File: src/rtl/adc_cal_ctrl.sv
module adc_cal_ctrl #(
  parameter logic [7:0]  SF_MAX     = 8'hFF,
  parameter logic [7:0]  SF_RST     = 8'h0F,
  parameter logic [23:0] CAL_RESULT = 24'h5AC331
) (
  input  logic        clk,
  input  logic        rst_n,
  input  logic [3:0]  reg_addr,
  input  logic [7:0]  reg_wdata,
  input  logic        reg_we,
  input  logic        reg_re,
  output logic [7:0]  reg_rdata,
  output logic        conv_reset,
  output logic [7:0]  eff_sf,
  output logic [3:0]  pos_sel,
  output logic [3:0]  neg_sel,
  output logic [2:0]  cal_pair,
  output logic [23:0] zero_code,
  output logic        cal_wr,
  output logic [2:0]  cal_wr_pair,
  output logic        cal_wr_full,
  output logic [23:0] cal_wr_data
);
  localparam int          CNT_W  = 10;
  localparam logic [3:0]  A_STAT = 4'd0;
  localparam logic [3:0]  A_MODE = 4'd1;
  localparam logic [3:0]  A_CTRL = 4'd2;
  localparam logic [3:0]  A_FILT = 4'd3;
  localparam logic [2:0]  MD_IDLE = 3'b001;

  logic [2:0]       md;
  logic             chop, ten_in, busy, ready, cal_done, cal_full;
  logic [7:0]       ctrl, sf;
  logic [CNT_W-1:0] cnt;

  wire mode_wr = reg_we && (reg_addr == A_MODE);
  wire stat_rd = reg_re && (reg_addr == A_STAT);
  wire finish  = busy && (cnt == '0);
  wire [3:0] code = ctrl[7:4];

  assign eff_sf      = (busy && chop) ? SF_MAX : sf;
  assign zero_code   = ctrl[3] ? 24'h000000 : 24'h800000;
  assign cal_wr_data = CAL_RESULT;
  assign cal_wr_full = cal_full;

  always_comb begin
    case (reg_addr)
      A_STAT:  reg_rdata = {ready, 1'b0, cal_done, 5'b0};
      A_MODE:  reg_rdata = {3'b0, ten_in, chop, md};
      A_CTRL:  reg_rdata = ctrl;
      A_FILT:  reg_rdata = sf;
      default: reg_rdata = 8'h00;
    endcase
  end

  always_comb begin
    pos_sel  = 4'd0;
    neg_sel  = 4'd0;
    cal_pair = 3'd1;
    if (!code[3]) begin
      pos_sel  = {1'b0, code[2:0]} + 4'd1;
      cal_pair = {1'b0, code[1:0]} + 3'd1;
      if (ten_in && code[2])
        cal_pair = (code[1:0] == 2'd0) ? 3'd5 : {1'b0, code[1:0]};
    end else if (!code[2]) begin
      pos_sel  = {1'b0, code[1:0], 1'b0} + 4'd1;
      neg_sel  = {1'b0, code[1:0], 1'b0} + 4'd2;
      cal_pair = {1'b0, code[1:0]} + 3'd1;
    end else begin
      case (code[1:0])
        2'd0: if (ten_in) begin pos_sel = 4'd9; neg_sel = 4'd10; cal_pair = 3'd5; end
              else begin pos_sel = 4'd2; neg_sel = 4'd2; end
        2'd1: ;
        2'd2: if (ten_in) begin pos_sel = 4'd9; cal_pair = 3'd4; end
              else begin pos_sel = 4'd11; neg_sel = 4'd12; end
        default: if (ten_in) begin pos_sel = 4'd10; cal_pair = 3'd5; end
                 else begin pos_sel = 4'd15; neg_sel = 4'd15; end
      endcase
    end
  end

  always_ff @(posedge clk or negedge rst_n) begin
    if (!rst_n) begin
      md <= MD_IDLE; chop <= 1'b0; ten_in <= 1'b0;
      ctrl <= 8'h07; sf <= SF_RST;
      busy <= 1'b0; ready <= 1'b0; cal_done <= 1'b0; cal_full <= 1'b0;
      cnt <= '0; conv_reset <= 1'b0; cal_wr <= 1'b0; cal_wr_pair <= 3'd1;
    end else begin
      conv_reset <= mode_wr;
      cal_wr     <= 1'b0;
      if (reg_we && reg_addr == A_CTRL) ctrl <= reg_wdata;
      if (reg_we && reg_addr == A_FILT) sf   <= reg_wdata;
      if (stat_rd) cal_done <= 1'b0;
      if (mode_wr) begin
        md     <= reg_wdata[2:0];
        chop   <= reg_wdata[3];
        ten_in <= reg_wdata[4];
        busy   <= reg_wdata[2];
        if (reg_wdata[2]) begin
          ready    <= 1'b0;
          cal_full <= reg_wdata[0];
          cnt      <= {reg_wdata[3] ? SF_MAX : sf, 2'b11};
        end
      end else if (finish) begin
        busy        <= 1'b0;
        md          <= MD_IDLE;
        ready       <= 1'b1;
        cal_done    <= 1'b1;
        cal_wr      <= 1'b1;
        cal_wr_pair <= cal_pair;
      end else if (busy) begin
        cnt <= cnt - 1'b1;
      end
    end
  end


  pulse_excl_chk: assert property (@(posedge clk) disable iff (!rst_n)
    conv_reset |-> !cal_wr);

  cal_start_chk: assert property (@(posedge clk) disable iff (!rst_n)
    mode_wr && reg_wdata[2] |=> busy && !ready);

  cal_end_chk: assert property (@(posedge clk) disable iff (!rst_n)
    $rose(ready) |-> cal_wr && md == MD_IDLE && cal_done);

  abort_chk: assert property (@(posedge clk) disable iff (!rst_n)
    mode_wr |=> !cal_wr);

  sf_restore_chk: assert property (@(posedge clk) disable iff (!rst_n)
    cal_wr |-> eff_sf == sf);
endmodule

File: config.mk
export PLATFORM = sky130hd
export DESIGN_NAME = adc_cal_ctrl
export DESIGN_NICKNAME = d
export VERILOG_FILES = /design/src/rtl/adc_cal_ctrl.sv
export SDC_FILE = /design/constraint.sdc
export NUM_CORES = 1
export LEC_CHECK = 0
export ABC_AREA = 0
export ABC_CLOCK_PERIOD_IN_PS = 2200
export BUFFER_PORTS_ARGS = -buffer_cell sky130_fd_sc_hd__buf_2
export CAP_MARGIN = 20
export CORE_MARGIN = 5
export CORE_UTILIZATION = 50
export DETAILED_ROUTE_END_ITERATION = 16
export PLACE_DENSITY = 0.77
export SYNTH_ARGS = -nofsm -noshare
export SYNTH_HDL_FRONTEND = slang
export SYNTH_SLANG_ARGS = --single-unit
File: constraint.sdc
create_clock -name clk -period 2.2 [get_ports clk]
set_input_delay 0.11 -clock clk [delete_from_list [all_inputs] [get_ports clk]]
set_output_delay 0.11 -clock clk [all_outputs]
set_load 0.02 [all_outputs]
==> impl_metrics.prom <==
# TYPE chip_impl_metric gauge
chip_impl_info{name="result_of_the_run",value="completed"} 1
chip_impl_metric{name="clock_group_share_of_total_power",unit="%"} 23.3
chip_impl_metric{name="post_route_cells_drive_above_1_share",unit="%"} 30.8
chip_impl_metric{name="cts_num_sinks",unit=""} 39
chip_impl_metric{name="yosys_warnings",unit=""} 0
chip_impl_metric{name="grt_first_pass_wirelength",unit="um"} 10300
chip_impl_info{name="worst-setup-path-type",value="flip-flop to flip-flop"} 1
chip_impl_info{name="ys_top_cells_by_area",value="sky130_fd_sc_hd__dfrtp_1 28%, sky130_fd_sc_hd__buf_4 13%, sky130_fd_sc_hd__dfstp_2 8.8%, sky130_fd_sc_hd__mux2_2 8.8%, sky130_fd_sc_hd__nand2_1 4.6%"} 1
chip_impl_metric{name="rows",unit=""} 26
chip_impl_info{name="timing.hold.worst.class",value="primary input to flip-flop"} 1
chip_impl_metric{name="cts.path.max_buffers",unit=""} 2
chip_impl_metric{name="power.share.sequential",unit="%"} 38.2
chip_impl_metric{name="maximum_number_of_pins_on_one_net_before_global_route_repair",unit=""} 40
chip_impl_metric{name="dieHeight",unit="um"} 83.4
chip_impl_metric{name="preCtsSetupSlack",unit="ns"} 0.0571
chip_impl_info{name="timing.critical_path.slowest_stage_cell",value="sky130_fd_sc_hd__or4b_4"} 1
chip_impl_metric{name="critPathMaxFanout",unit=""} 5
chip_impl_info{name="worst_setup_path_start_kind",value="flip-flop"} 1
chip_impl_info{name="tritoncts",value="done"} 1
chip_impl_metric{name="worst_ep_arrival_time",unit="ns"} 2.29
chip_impl_metric{name="max_cap_viol_count",unit=""} 0
chip_impl_info{name="yosysTopAreaCell",value="sky130_fd_sc_hd__dfrtp_1"} 1
chip_impl_metric{name="totalPowerFinal",unit="mW"} 3.07
chip_impl_metric{name="drt_pass1_iterations",unit=""} 4
chip_impl_metric{name="syn_area_per_cell",unit="um^2"} 8.94
chip_impl_metric{name="detail_route.iter0.violations",unit=""} 173
chip_impl_metric{name="multiInputGateArea",unit="um^2"} 1460
chip_impl_metric{name="drt_wl_total",unit="um"} 6360
chip_impl_metric{name="gp_weighted_congestion",unit=""} 0.871
chip_impl_metric{name="max_clock_freq",unit="MHz"} 475
chip_impl_metric{name="power_switching_share",unit="%"} 38.7
chip_impl_metric{name="die_width",unit="um"} 83.4
chip_impl_metric{name="r2r_setup_slack",unit="ns"} 0.1
chip_impl_info{name="clk_root_buffer_cell",value="sky130_fd_sc_hd__clkbuf_8"} 1
chip_impl_metric{name="dpl.hpwl",unit="um"} 4640
chip_impl_metric{name="yosys.area.top_type_share",unit="%"} 27.9
chip_impl_info{name="crit-reg2reg-launch",value="cnt[0]$_DFFE_PN0P_"} 1
chip_impl_metric{name="first_global_vias",unit=""} 2098
chip_impl_info{name="cell_breakdown_of_the_critical_path",value="inv_2 -> ha_4 -> or4b_4 -> nor3b_4 -> nand3_4 -> mux2_1"} 1
chip_impl_metric{name="gr-usage-all-layers",unit="%"} 18.0
chip_impl_metric{name="placement.cell_area",unit="um^2"} 2840
chip_impl_metric{name="power.share.combinational",unit="%"} 38.6
chip_impl_metric{name="worst-endpoint-required",unit="ns"} 2.39
chip_impl_metric{name="layout.filler_cells",unit=""} 472
chip_impl_metric{name="post_route_standard_cell_area_excluding_fillers",unit="um^2"} 3050
chip_impl_metric{name="nNetsFinal",unit=""} 377
chip_impl_metric{name="post_layout_nonfiller_instances",unit=""} 427
chip_impl_info{name="crit_path_end",value="cal_wr_pair[1]$_DFFE_PN0P_"} 1
chip_impl_metric{name="worst_slew_pin_slew",unit="ns"} 0.886
chip_impl_metric{name="hold_viol_final",unit=""} 0
chip_impl_info{name="synth_ff_type",value="sky130_fd_sc_hd__dfrtp_1"} 1
chip_impl_metric{name="power_switching",unit="mW"} 1.19
chip_impl_metric{name="cts.reportedPaths.clkPinSlew",unit="ns"} 0.08
chip_impl_metric{name="initial_core_utilization",unit="%"} 52.0
chip_impl_metric{name="drtAntennaViolNets",unit=""} 0
chip_impl_metric{name="htreeDepth",unit=""} 2
chip_impl_metric{name="wire_per_inst",unit="um"} 14.9
chip_impl_metric{name="layout_min_cycle_time",unit="ns"} 2.10
chip_impl_metric{name="slew_viol_final",unit=""} 0
chip_impl_metric{name="port_buffers",unit=""} 49
chip_impl_metric{name="final.period_utilization",unit="%"} 95.6
chip_impl_metric{name="tritoncts.num_buffers",unit=""} 5
chip_impl_metric{name="yosys.cell_types.count",unit=""} 50
chip_impl_metric{name="regArea",unit="um^2"} 987
chip_impl_metric{name="placed_cells_incl_taps",unit=""} 413
chip_impl_metric{name="synth_cells",unit=""} 301
chip_impl_metric{name="power_report.internal_total",unit="mW"} 1.88
chip_impl_metric{name="vias",unit=""} 2273
chip_impl_metric{name="max_stage_delay",unit="ns"} 0.49
chip_impl_metric{name="design.die.area",unit="um^2"} 6950
chip_impl_metric{name="power.ir.vdd_worst",unit="uV"} 515
chip_impl_metric{name="clock-skew-final",unit="ns"} 0.00623
chip_impl_metric{name="p_leak",unit="nW"} 1.52
chip_impl_metric{name="antennaDiodeCount",unit=""} 0
chip_impl_metric{name="layout.core_utilization",unit="%"} 59.0
chip_impl_metric{name="synthesis.area",unit="um^2"} 2690
chip_impl_metric{name="synth.ff_latch_count",unit=""} 39
chip_impl_metric{name="syn2layout_area_growth",unit="%"} 13.3
chip_impl_metric{name="timing.final.setup_violations",unit=""} 0
chip_impl_metric{name="synth_enable_flop_cells",unit=""} 0
chip_impl_metric{name="ys_seq_area_share",unit="%"} 36.7
chip_impl_info{name="cp-end-kind",value="flip-flop"} 1
chip_impl_metric{name="grt_antenna_before_repair",unit=""} 0
chip_impl_metric{name="worst-r2r-cell-count",unit=""} 6
chip_impl_metric{name="worst_setup_slack_final",unit="ns"} 0.0963
chip_impl_metric{name="global_route.overflow_total",unit=""} 0
chip_impl_metric{name="clkLatencyLatePin",unit="ns"} 0.30
chip_impl_metric{name="power.density",unit="nW/um^2"} 1010
chip_impl_metric{name="asyncSetResetFlopFracSynth",unit="%"} 100
chip_impl_metric{name="drc_errors_left",unit=""} 0
chip_impl_metric{name="floorplan.io_pins",unit=""} 97
chip_impl_metric{name="slew_headroom",unit="%"} 40.9
chip_impl_info{name="worstSetupStartpoint",value="cnt[0]$_DFFE_PN0P_"} 1
chip_impl_info{name="rr_endpoint",value="cal_wr_pair[1]$_DFFE_PN0P_"} 1
chip_impl_metric{name="vias_per_cell",unit=""} 5.32
chip_impl_metric{name="core-area",unit="um^2"} 5170
-- per-stage QoR --
| step | setup TNS [ns] | hold slack (ns) |
|---|---|---|
| after floorplan | 0 | -0.186 |
| after global placement | 0 | 0.269 |
| after detailed placement | 0 | 0.271 |
| after CTS | 0 | 0.0463 |
| after global routing | -0.0138 | 0.0527 |
| final | 0 | 0.0557 |
-- critical path, delay by kind of cell (launching register included) --
| kind | cells | cell delay (ns) |
|---|---|---|
| buffers and inverters | 1 | 0.09 |
| and+or+nand+nor | 3 | 1.02 |
| muxes | 1 | 0.33 |
| DFF | 1 | 0.42 |
| adders and majority gates | 1 | 0.13 |
-- synthesized netlist by cell type (2+ instances only) --
library cell	count
sky130_fd_sc_hd__a21boi_0	2
sky130_fd_sc_hd__a21o_1	2
sky130_fd_sc_hd__a21oi_1	14
sky130_fd_sc_hd__a22o_1	2
sky130_fd_sc_hd__a22oi_1	8
sky130_fd_sc_hd__buf_1	3
sky130_fd_sc_hd__buf_4	47
sky130_fd_sc_hd__clkbuf_1	8
sky130_fd_sc_hd__conb_1	2
sky130_fd_sc_hd__dfrtp_1	30
sky130_fd_sc_hd__dfstp_2	9
sky130_fd_sc_hd__ha_1	5
sky130_fd_sc_hd__inv_1	9
sky130_fd_sc_hd__mux2_2	21
sky130_fd_sc_hd__mux2i_1	2
sky130_fd_sc_hd__nand2_1	33
sky130_fd_sc_hd__nand2b_1	12
sky130_fd_sc_hd__nand3_1	4
sky130_fd_sc_hd__nand3b_1	3
sky130_fd_sc_hd__nand4b_1	2
sky130_fd_sc_hd__nor2_1	21
sky130_fd_sc_hd__nor2b_1	4
sky130_fd_sc_hd__nor4_1	2
sky130_fd_sc_hd__o21ai_0	23
sky130_fd_sc_hd__o221ai_1	2
sky130_fd_sc_hd__o22ai_1	4
sky130_fd_sc_hd__o32ai_1	2
sky130_fd_sc_hd__or2_2	2
sky130_fd_sc_hd__or3_1	2
-- worst min-delay path by stage --
stage	slack, ns	to	cells after the start	start
floorplan	-0.19	cal_done$_DFF_PN0_	0	rst_n
global placement	0.27	cnt[0]$_DFFE_PN0P_	1	rst_n
detailed placement	0.27	cnt[0]$_DFFE_PN0P_	1	rst_n
CTS	0.05	ten_in$_DFFE_PN0P_	3	reg_wdata[4]
global route	0.05	sf[7]$_DFFE_PN0P_	2	reg_wdata[7]
finish	0.06	md[1]$_DFFE_PN0P_	3	reg_wdata[1]
-- routing by layer --
layer	part of all wire [%]	global-route usage [%]	up-vias	routed length, um
met5	0	0	-	0
met4	0.83	4.75	0	53
met3	8.6	4.85	6	547
met2	46	28.8	100	2910
met1	45	24.1	1099	2860
li1	-	-	1068	-
-- cell type report --
cell class,count,share of cell area [%]
inverters,9,1.11
flip-flops and latches,39,32.4
clock buffers,6,2.38
well taps,70,2.87
clock inverters,2,1.97
repair buffers,63,11.6
multi-input cells,238,47.7
-- placed cells by master, fill, tap and decap left out, drive strengths merged, types with 3 or more instances in the layout --
cell type and n:
clkbuf 6, nand3 5, dfrtp 30, inv 9, nand3b 3, o22ai 4
nand2 33, a21oi 14, buf 62, a22oi 8, dfstp 9, mux2 23
conb 47, nand2b 12, ha 5, nor2b 4, nor2 21, a22o 3
o21ai 25
-- cells by family (layout without fill, tap and decap cells) --
logic type,Yosys count,in the layout,share of synthesized area (%)
AND/OR/NAND/NOR,92,92,17.4
AO/OA/AOI/OAI,69,69,16.2
buffers and inverters,69,80,16.5
flip-flops,39,39,36.7
multiplexers,25,25,10.5
adder cells (fa/ha/maj),5,5,2.33
other,2,47,0.279
-- state kept, by name (all words and copies together) (netlist names), 3 cells and up --
signal	cells
cnt	10
ctrl	8
sf	8
cal_wr_pair	3
md	3
-- timing repair --
action,in CTS,in global routing
endpoints found under the setup margin,0,11
gates resized for setup,0,6
endpoints found under the hold margin,30,0
setup buffers,0,5
hold buffers,1,0
-- power groups by stage --
stage          combinational, mW  clock (mW)  sequential (mW)
2_1_floorplan              0.909           0             1.10
3_3_place_gp                1.11           0             1.16
3_5_place_dp                1.14           0             1.17
4_1_cts                     1.15       0.730             1.16
5_1_grt                     1.32       0.758             1.19
6_report                    1.18       0.713             1.17
No activity file was read; power rests on OpenSTA's default activity.
